===== src/rtl/vexp_pkg.sv =====
package vexp_pkg;
  parameter int NREG  = 32;
  parameter int RW    = $clog2(NREG);
  parameter int MAXVL = 16;
  parameter int LW    = $clog2(MAXVL);
  parameter int OPW   = 7;
  parameter int NOPND = 3;   // rd, rs1, rs2

  typedef struct packed {
    logic [OPW-1:0] op;
    logic [RW-1:0]  rd;
    logic [RW-1:0]  rs1;
    logic [RW-1:0]  rs2;
  } instr_t;

  typedef struct packed {
    logic             vec;
    logic [LW-1:0]    len;
    logic [MAXVL-1:0] mask;
  } entry_t;
endpackage


===== src/rtl/vexp_cfg_table.sv =====
module vexp_cfg_table
  import vexp_pkg::*;
(
  input  logic                clk,
  input  logic                rst_n,
  input  logic                wr_en,
  input  logic [RW-1:0]       wr_idx,
  input  entry_t              wr_data,
  input  logic [RW-1:0]       rd_idx [NOPND],
  output logic [NOPND-1:0]    rd_vec,
  output logic [LW-1:0]       dst_len,
  output logic [MAXVL-1:0]    dst_mask
);
  entry_t tab_q [NREG];

  always_ff @(posedge clk or negedge rst_n) begin
    if (!rst_n) begin
      for (int k = 0; k < NREG; k++) begin
        tab_q[k].vec  <= 1'b0;
        tab_q[k].len  <= '0;
        tab_q[k].mask <= '1;
      end
    end else if (wr_en) begin
      tab_q[wr_idx] <= wr_data;
    end
  end

  // Index 0 is the destination; its entry also supplies count and mask.
  for (genvar g = 0; g < NOPND; g++) begin : g_rdport
    assign rd_vec[g] = tab_q[rd_idx[g]].vec;
  end
  assign dst_len  = tab_q[rd_idx[0]].len;
  assign dst_mask = tab_q[rd_idx[0]].mask;
endmodule


===== src/rtl/vexp_sequencer.sv =====
module vexp_sequencer
  import vexp_pkg::*;
(
  input  logic              clk,
  input  logic              rst_n,
  input  logic              in_valid,
  output logic              in_ready,
  input  instr_t            in_instr,
  input  logic [NOPND-1:0]  in_vec,
  input  logic [LW-1:0]     in_len,
  input  logic [MAXVL-1:0]  in_mask,
  output logic              elem_valid,
  input  logic              elem_ready,
  output logic [LW-1:0]     elem_idx,
  output instr_t            cur_instr,
  output logic [NOPND-1:0]  cur_vec
);
  logic             busy_q;
  logic [LW-1:0]    idx_q;
  logic [LW-1:0]    last_q;
  logic [MAXVL-1:0] mask_q;
  logic             force_q;
  instr_t           instr_q;
  logic [NOPND-1:0] vec_q;
  logic             take;
  logic             gate;
  logic             step;

  assign in_ready = !busy_q;
  assign take     = in_valid && !busy_q;
  assign gate     = force_q || mask_q[idx_q];
  assign step     = busy_q && (!gate || elem_ready);

  always_ff @(posedge clk or negedge rst_n) begin
    if (!rst_n) begin
      busy_q  <= 1'b0;
      idx_q   <= '0;
      last_q  <= '0;
      mask_q  <= '0;
      force_q <= 1'b0;
      instr_q <= '0;
      vec_q   <= '0;
    end else if (take) begin
      busy_q  <= 1'b1;
      idx_q   <= '0;
      last_q  <= (in_len == '0) ? '0 : in_len - 1'b1;
      force_q <= (in_len == '0);
      mask_q  <= in_mask;
      instr_q <= in_instr;
      vec_q   <= in_vec;
    end else if (step) begin
      if (idx_q == last_q) busy_q <= 1'b0;
      else                 idx_q  <= idx_q + 1'b1;
    end
  end

  assign elem_valid = busy_q && gate;
  assign elem_idx   = idx_q;
  assign cur_instr  = instr_q;
  assign cur_vec    = vec_q;
endmodule


===== src/rtl/vexp_operand_step.sv =====
module vexp_operand_step
  import vexp_pkg::*;
(
  input  logic [RW-1:0] base,
  input  logic          vec,
  input  logic [LW-1:0] idx,
  output logic [RW-1:0] reg_out
);
  localparam int SW = (RW > LW) ? RW : LW;
  logic [SW-1:0] sum;

  always_comb begin
    sum     = SW'(base) + SW'(idx);
    reg_out = vec ? sum[RW-1:0] : base;   // mod NREG by truncation
  end
endmodule


===== src/rtl/vexp_unit.sv =====
module vexp_unit
  import vexp_pkg::*;
(
  input  logic             clk,
  input  logic             rst_n,
  input  logic             in_valid,
  output logic             in_ready,
  input  logic [OPW-1:0]   in_opcode,
  input  logic [RW-1:0]    in_rd,
  input  logic [RW-1:0]    in_rs1,
  input  logic [RW-1:0]    in_rs2,
  input  logic             cfg_we,
  input  logic [RW-1:0]    cfg_reg,
  input  logic             cfg_vec,
  input  logic [LW-1:0]    cfg_len,
  input  logic [MAXVL-1:0] cfg_mask,
  output logic             out_valid,
  input  logic             out_ready,
  output logic [OPW-1:0]   out_opcode,
  output logic [RW-1:0]    out_rd,
  output logic [RW-1:0]    out_rs1,
  output logic [RW-1:0]    out_rs2
);
  instr_t           in_instr;
  instr_t           cur_instr;
  entry_t           wr_entry;
  logic [RW-1:0]    look_idx [NOPND];
  logic [RW-1:0]    base_reg [NOPND];
  logic [RW-1:0]    new_reg  [NOPND];
  logic [NOPND-1:0] look_vec;
  logic [NOPND-1:0] cur_vec;
  logic [LW-1:0]    dst_len;
  logic [MAXVL-1:0] dst_mask;
  logic [LW-1:0]    elem_idx;

  assign in_instr = '{op: in_opcode, rd: in_rd, rs1: in_rs1, rs2: in_rs2};
  assign wr_entry = '{vec: cfg_vec, len: cfg_len, mask: cfg_mask};

  assign look_idx[0] = in_rd;
  assign look_idx[1] = in_rs1;
  assign look_idx[2] = in_rs2;

  vexp_cfg_table u_table (
    .clk      (clk),
    .rst_n    (rst_n),
    .wr_en    (cfg_we),
    .wr_idx   (cfg_reg),
    .wr_data  (wr_entry),
    .rd_idx   (look_idx),
    .rd_vec   (look_vec),
    .dst_len  (dst_len),
    .dst_mask (dst_mask)
  );

  vexp_sequencer u_seq (
    .clk        (clk),
    .rst_n      (rst_n),
    .in_valid   (in_valid),
    .in_ready   (in_ready),
    .in_instr   (in_instr),
    .in_vec     (look_vec),
    .in_len     (dst_len),
    .in_mask    (dst_mask),
    .elem_valid (out_valid),
    .elem_ready (out_ready),
    .elem_idx   (elem_idx),
    .cur_instr  (cur_instr),
    .cur_vec    (cur_vec)
  );

  assign base_reg[0] = cur_instr.rd;
  assign base_reg[1] = cur_instr.rs1;
  assign base_reg[2] = cur_instr.rs2;

  for (genvar g = 0; g < NOPND; g++) begin : g_step
    vexp_operand_step u_step (
      .base    (base_reg[g]),
      .vec     (cur_vec[g]),
      .idx     (elem_idx),
      .reg_out (new_reg[g])
    );
  end

  assign out_opcode = cur_instr.op;
  assign out_rd     = new_reg[0];
  assign out_rs1    = new_reg[1];
  assign out_rs2    = new_reg[2];
endmodule


===== config.mk =====
export PLATFORM = sky130hd
export DESIGN_NAME = vexp_unit
export DESIGN_NICKNAME = d
export VERILOG_FILES = /design/src/rtl/vexp_pkg.sv /design/src/rtl/vexp_cfg_table.sv /design/src/rtl/vexp_sequencer.sv /design/src/rtl/vexp_operand_step.sv /design/src/rtl/vexp_unit.sv
export SDC_FILE = /design/constraint.sdc
export NUM_CORES = 1
export LEC_CHECK = 0
export CORE_ASPECT_RATIO = 1.2
export CORE_MARGIN = 1
export CORE_UTILIZATION = 50
export DETAILED_ROUTE_END_ITERATION = 7
export PLACE_DENSITY = 0.75
export SYNTH_ARGS = -nofsm -noshare
export SYNTH_HDL_FRONTEND = slang
export SYNTH_SLANG_ARGS = --single-unit

===== constraint.sdc =====
create_clock -name clk -period 3.38 [get_ports clk]
set_clock_uncertainty 0.1 [all_clocks]
set_input_delay 1.014 -clock clk [delete_from_list [all_inputs] [get_ports clk]]
set_output_delay 1.014 -clock clk [all_outputs]
set_load 0.005 [all_outputs]

Word level (Yosys, flattened, before mapping) --
Index checks and enable logic that the tools add are counted.
Storage, ports and cells: bits in registers 723, bits of input ports 53, output and inout port bits 24, word-level logic and storage cells 160
Cells by class: add/sub/neg operators 5, $lt $le $gt $ge 6, equal/unequal tests 2, muxes and demuxes 24, bitwise operators 4, reduce and logical (&&, ||, !) cells 13
Operators by type and width (count):
- bitwise mux 672 bit | 1
- binary-select mux 21 bit (select 5 bit) | 3
- 2-to-1 mux 21 bit | 7
- demux 21 bit (select 5 bit) | 1
- >= comparator 6 bit (second input constant) | 4
- inverter 5 -> 6 bit | 4
- 2-to-1 mux 4 bit | 4
- adder 5 x 4 -> 5 bit | 3
- 2-to-1 mux 5 bit | 3
- < comparator 6 x 1 -> 1 bit (second input constant) | 1
- < comparator 4 x 5 -> 1 bit (second input constant) | 1
- adder 4 x 1 -> 4 bit (second input constant) | 1
- binary-select mux 1 bit (select 4 bit) | 1
- equality test 4 bit | 1
- logical AND 1 bit | 4
- logical NOT 4 bit | 1
- 2-to-1 mux 1 bit | 4
- AND reduction 2 bit | 2
- nonzero test 2 bit | 2
- subtractor 4 x 1 -> 4 bit (second input constant) | 1
- logical NOT 1 bit | 2
- logical OR 1 bit | 2
- != test 2 x 1 -> 1 bit (second input constant) | 1

Depth between registers and ports, before layout --
depth in word-level cells 8, mapped depth 8, depth with buffers taken out 7

Cells and area by module --
A second synthesis with hierarchy kept.
Second synthesis, totals: cell total of the unflattened synthesis 2672, area, all modules 35383.9 um2
By module, submodules not included:
- vexp_cfg_table | instances 1, cells each 2344, area an instance 32439.9 um2, sequential area each 17456.7 um2
- vexp_sequencer | instances 1, cells each 247, area an instance 2287.2 um2, sequential area each 1276.2 um2
- vexp_operand_step | instances 3, cells each 27, area an instance 219.0 um2, sequential area each 0.0 um2

Least setup slack after synthesis --
Ideal clock, no wire load.
kind input-to-reg, start input in_rd[2], end register u_seq.last_q[2], setup time 0.087 ns, arrival time 3.293 ns, data required time 3.193 ns, slack -0.099 ns, stages on the path 7, buffers on the path 2, cell sequence buf_2 clkbuf_1 mux4_2 mux4_2 mux2_2 or4b_1 o211ai_1
On the way: cells in the longest elaborated chain, start to end 6, elaborated cells on any way between the ends 7, classes of those cells add/sub: 1; mux: 4; bitwise: 1; reduce/logical: 1
Ends and longest elaborated chain:
- start, declared | RTL line vexp_unit.sv:9 | input logic [RW-1:0] in_rd,
- inverter 5 -> 6 bit (not written as such) * | RTL line vexp_cfg_table.sv:32 | assign dst_len = tab_q[rd_idx[0]].len;
- binary-select mux 21 bit (select 5 bit) * | RTL line vexp_cfg_table.sv:32
- 2-to-1 mux 21 bit * (2 in a row)
- subtractor 4 x 1 -> 4 bit / logical NOT 4 bit (equally long branches) | RTL line vexp_sequencer.sv:46 | last_q <= (in_len == '0) ? '0 : in_len - 1'b1;
- 2-to-1 mux 4 bit * | RTL line vexp_sequencer.sv:46
- end signal, assigned | RTL line vexp_sequencer.sv:46
- end, declared | RTL line vexp_sequencer.sv:20 | logic [LW-1:0] last_q;
Mark *: on every way between the ends. The rest lies on a longest branch, timed or not. The select of a mux whose other input is x is not followed. A chain may end at the register's enable or synchronous reset.

Worst setup path in the final report --
start register u_seq.idx_q[0], in the netlist u_seq.elem_idx[0], end output out_valid
On the way: cells in the longest elaborated chain, start to end 4
Ends and longest elaborated chain:
- start, declared | RTL line vexp_sequencer.sv:19 | logic [LW-1:0] idx_q;
- start signal, assigned | RTL line vexp_sequencer.sv:53 | else idx_q <= idx_q + 1'b1;
- binary-select mux 1 bit (select 4 bit) | RTL line vexp_sequencer.sv:31 | assign gate = force_q || mask_q[idx_q];
- 2-to-1 mux 1 bit (not written as such) | RTL line vexp_sequencer.sv:31
- logical OR 1 bit | RTL line vexp_sequencer.sv:31
- logical AND 1 bit | RTL line vexp_sequencer.sv:57 | assign elem_valid = busy_q && gate;
- end, declared | RTL line vexp_unit.sv:17 | output logic out_valid,
Every way passes these cells. The select of a mux whose other input is x is not followed.

==> results by group <==
Status
  – Outcome: complete, but fails checks
  – Failing checks: setup timing

Floorplanning
  – Rows: 104
  – Die ar.: around 0.07 mm²
  – Core outline area: 0.06753 mm²
  – Die width: between 200 and 250 µm
  – Die height: 289.0 µm
  – Initial Util: 50.82%
  – Ports: 77

Timing
  – RSZ-0062 raised after global routing: true
  – Worst Tran Pin Value: roughly 1000 ps
  – Slew headroom: 32.83%
  – Endpoints failing setup: 7
  – Minimum clock period: 3613 ps
  – Final hold violation count: 0
  – Hold WS: 385.9 ps
  – Fin Setup TNS: -873.0 ps
  – Tcrit/Tclk final: 106.9%
  – Worst setup margin: -233.2 ps
  – Fmax: ~280 MHz
  – Max-slew violations: 0

Job
  – Max Cap Viol: 0

Worst setup path
  – CP Launch Point: u_seq.elem_idx[0]$_DFFE_PN0P_
  – Critical R2R Capture: u_seq.elem_idx[3]$_DFFE_PN0P_
  – Crit path required time: 2270 ps
  – Slowest CP cell: mux4_2
  – Worst-path fanout max: 5
  – CP Cell Sequence: buf_12 -> mux4_2 -> mux4_2 -> nor2_4 -> nor2_1 -> buf_2
  – Reg2reg setup slack: 620 ps
  – Critical Path Start Type: register
  – Crit-path max cell delay: 550 ps
  – Reg2reg path depth: 6
  – FF-to-FF Start: u_seq.elem_idx[0]$_DFFE_PN0P_
  – Critical Path AT: ~2500 ps
  – Worst path most repeated cell: mux4_2
  – Worst setup EP type: primary output
  – Worst Setup Path Type: register to primary output
  – Worst Setup EP: out_valid

Synth
  – Synth Register Bits: just over 700
  – Sequential share of the synthesized area: 54.59%
  – Largest cells by area after synthesis: dfstp_2, mux2_2, dfrtp_1, mux4_2, mux2i_1
  – Mapped Cells: between 2000 and 2500
  – Cell taking the most area after synthesis: dfstp_2
  – Mapped Area: between 0.03 and 0.04 mm²
  – Synthesized net count: 2224
  – Asr flop ratio synth: 100.0%
  – Syn_area_per_cell: about 16 µm²
  – Top-count cell post-synth: mux2_2
  – Top post-synthesis cells by count: mux2_2, dfstp_2, mux4_2, dfrtp_1, clkbuf_1
  – Top cell type's share of synthesized area: 39.20%
  – EDFF count, synth: 0
  – Main synth FF type: dfstp_2
  – Unique masters post-synth: 38
  – Yosys warns: 0

Clock network
  – # clock sinks: 723
  – H-tree lvl count: 3
  – Reg clk slew, reported paths: 60 ps
  – Clk root buf: clkbuf_16
  – Cts bufs inserted: 73
  – Clk Latency, worst-skew pair: 620 ps
  – CTS tree: done
  – CTS Buffer Depth: 3

Pwr
  – Peak supply drop: 404.9 µV
  – PD cells: 656.5 mW/mm²
  – Leakage: 16.14 nW
  – Tot Pwr: 0.02597 W

Routing
  – WL final: 86560 µm
  – Vias per inst: between 6 and 7
  – Routed Antenna Nets: 0
  – First-pass DRT Iterations: 5
  – # DRC: 0
  – Starting DRT DRC Count: around 1400
  – Via count of the routed design: 19510
  – Routed len/inst: between 20 and 30 µm

Global route
  – Tot GR Track Use: 26.00%
  – First-pass GRT wire length: about 130000 µm
  – Initial antenna violation count: 4
  – Gr ovfl total: 0
  – Largest net degree at the start of global routing: 92
  – Vias in the first global route: 21370

Layout
  – Design Area, Final: 0.03956 mm²
  – Antenna cell count: 0
  – Layout cell share with drive strength beyond 1: 74.90%
  – Area Overhead vs Synth: 15.28%
  – Nets: about 2300

Placement
  – Placed Area: 0.03723 mm²
  – Detailed placement HPWL: 53470 µm
  – IO buf count: 76
  – Dpl ws: -99.67 ps
  – GPL Wtd Cong: 0.8302

Hold path
  – Hold Crit Class: register to register
  – Hold Crit Start: u_seq.cur_instr[18]$_DFFE_PN0P_
[per-stage QoR]
step	instances	util (%)
floorplan	2155	-
global placement	3071	55.12
detailed placement	3071	55.12
CTS	3200	58.54
global route	3200	58.58
finish	3200	58.58
[cells by family after synthesis]
family	count (synthesis)	synth area share, %
buffers and inverters	217	2.621
flip-flops	723	54.59
AO/OA/AOI/OAI	52	0.9078
AND/OR/NAND/NOR	152	1.885
XOR/XNOR	13	0.3318
adder cells (fa/ha/maj)	16	0.6490
multiplexers	982	39.02
[worst min path at each step]
stage / end / slack, ps / depth (start not counted)
floorplan: u_seq.mask_q[10]$_DFFE_PN0P_ / 340 / 2
global placement: u_seq.cur_instr[21]$_DFFE_PN0P_ / 360 / 2
detailed placement: u_seq.cur_instr[21]$_DFFE_PN0P_ / 360 / 2
CTS: u_seq.cur_instr[21]$_DFFE_PN0P_ / 380 / 2
global route: u_seq.mask_q[15]$_DFFE_PN0P_ / 410 / 2
finish: u_seq.cur_instr[18]$_DFFE_PN0P_ / 390 / 2
[layout make-up]
type	count	area, µm²
fillers	4916	27970
clock buffers	112	2136
flip-flops and latches	723	18730
clock inverters	17	153.9
well taps	901	1127
repair buffers	223	2471
inverters	9	33.78
multi-input cells	1215	14910
[state kept, by name (all words and copies together), names as in the netlist]
register         flops
u_seq.mask_q        16
u_seq.force_q        1
u_seq.elem_idx       4
u_seq.last_q         4
u_seq.cur_instr     22
u_seq.busy_q         1
u_seq.cur_vec        3
u_table.tab_q      672
[routing by layer]
metal | global-route usage (%) | up-vias | part of all wire [%]
li1 | - | 8137 | -
met1 | 34.15 | 10640 | 41
met2 | 43.71 | 550 | 51
met3 | 3.973 | 175 | 4.8
met4 | 9.763 | 8 | 3.2
met5 | 0 | - | 0.058
[what timing repair did]
action	4_1_cts	5_1_grt
pin swaps	8	3
setup buffers	0	0
hold buffers	0	0
setup endpoints to repair	16	12
resized for setup	66	13
hold endpoints to repair	0	0
gates cloned	0	0
[placed cells by master, fill, tap and decap left out, drive strengths merged, types with 4 or more instances in the layout]
cell type / netlist / routed
buf: 80 / 163
nand2: 106 / 106
dfrtp: 211 / 211
mux2i: 80 / 80
a21o: 4 / 4
xnor2: 13 / 13
nand3: 4 / 4
nor2: 21 / 21
clkbuf: 128 / 114
mux4: 216 / 216
o21ai: 26 / 26
mux2: 686 / 686
nand3b: 4 / 4
nor2b: 4 / 4
dfstp: 512 / 512
a21oi: 8 / 8
nor3b: 4 / 4
inv: 9 / 13
clkinv: 0 / 11
clkdlybuf4s50: 0 / 54
ha: 13 / 13
[power by group]
group | internal [W] | leakage, nW | switching [W] | total [W]
logic | 0.00333 | 6.97 | 0.00226 | 0.00559
clock network | 0.00451 | 1.13 | 0.00337 | 0.00788
registers | 0.0114 | 8.04 | 0.00113 | 0.0125
total | 0.0192 | 16.1 | 0.00676 | 0.0260
[critical path, delay by kind of cell (launching register included)]
family / cells / cell delay (ps)
muxes: 2 / 1060
buffers and inverters: 2 / 260
DFF: 1 / 400
and+or+nand+nor: 2 / 160
Power figures use the tool's default switching activity.
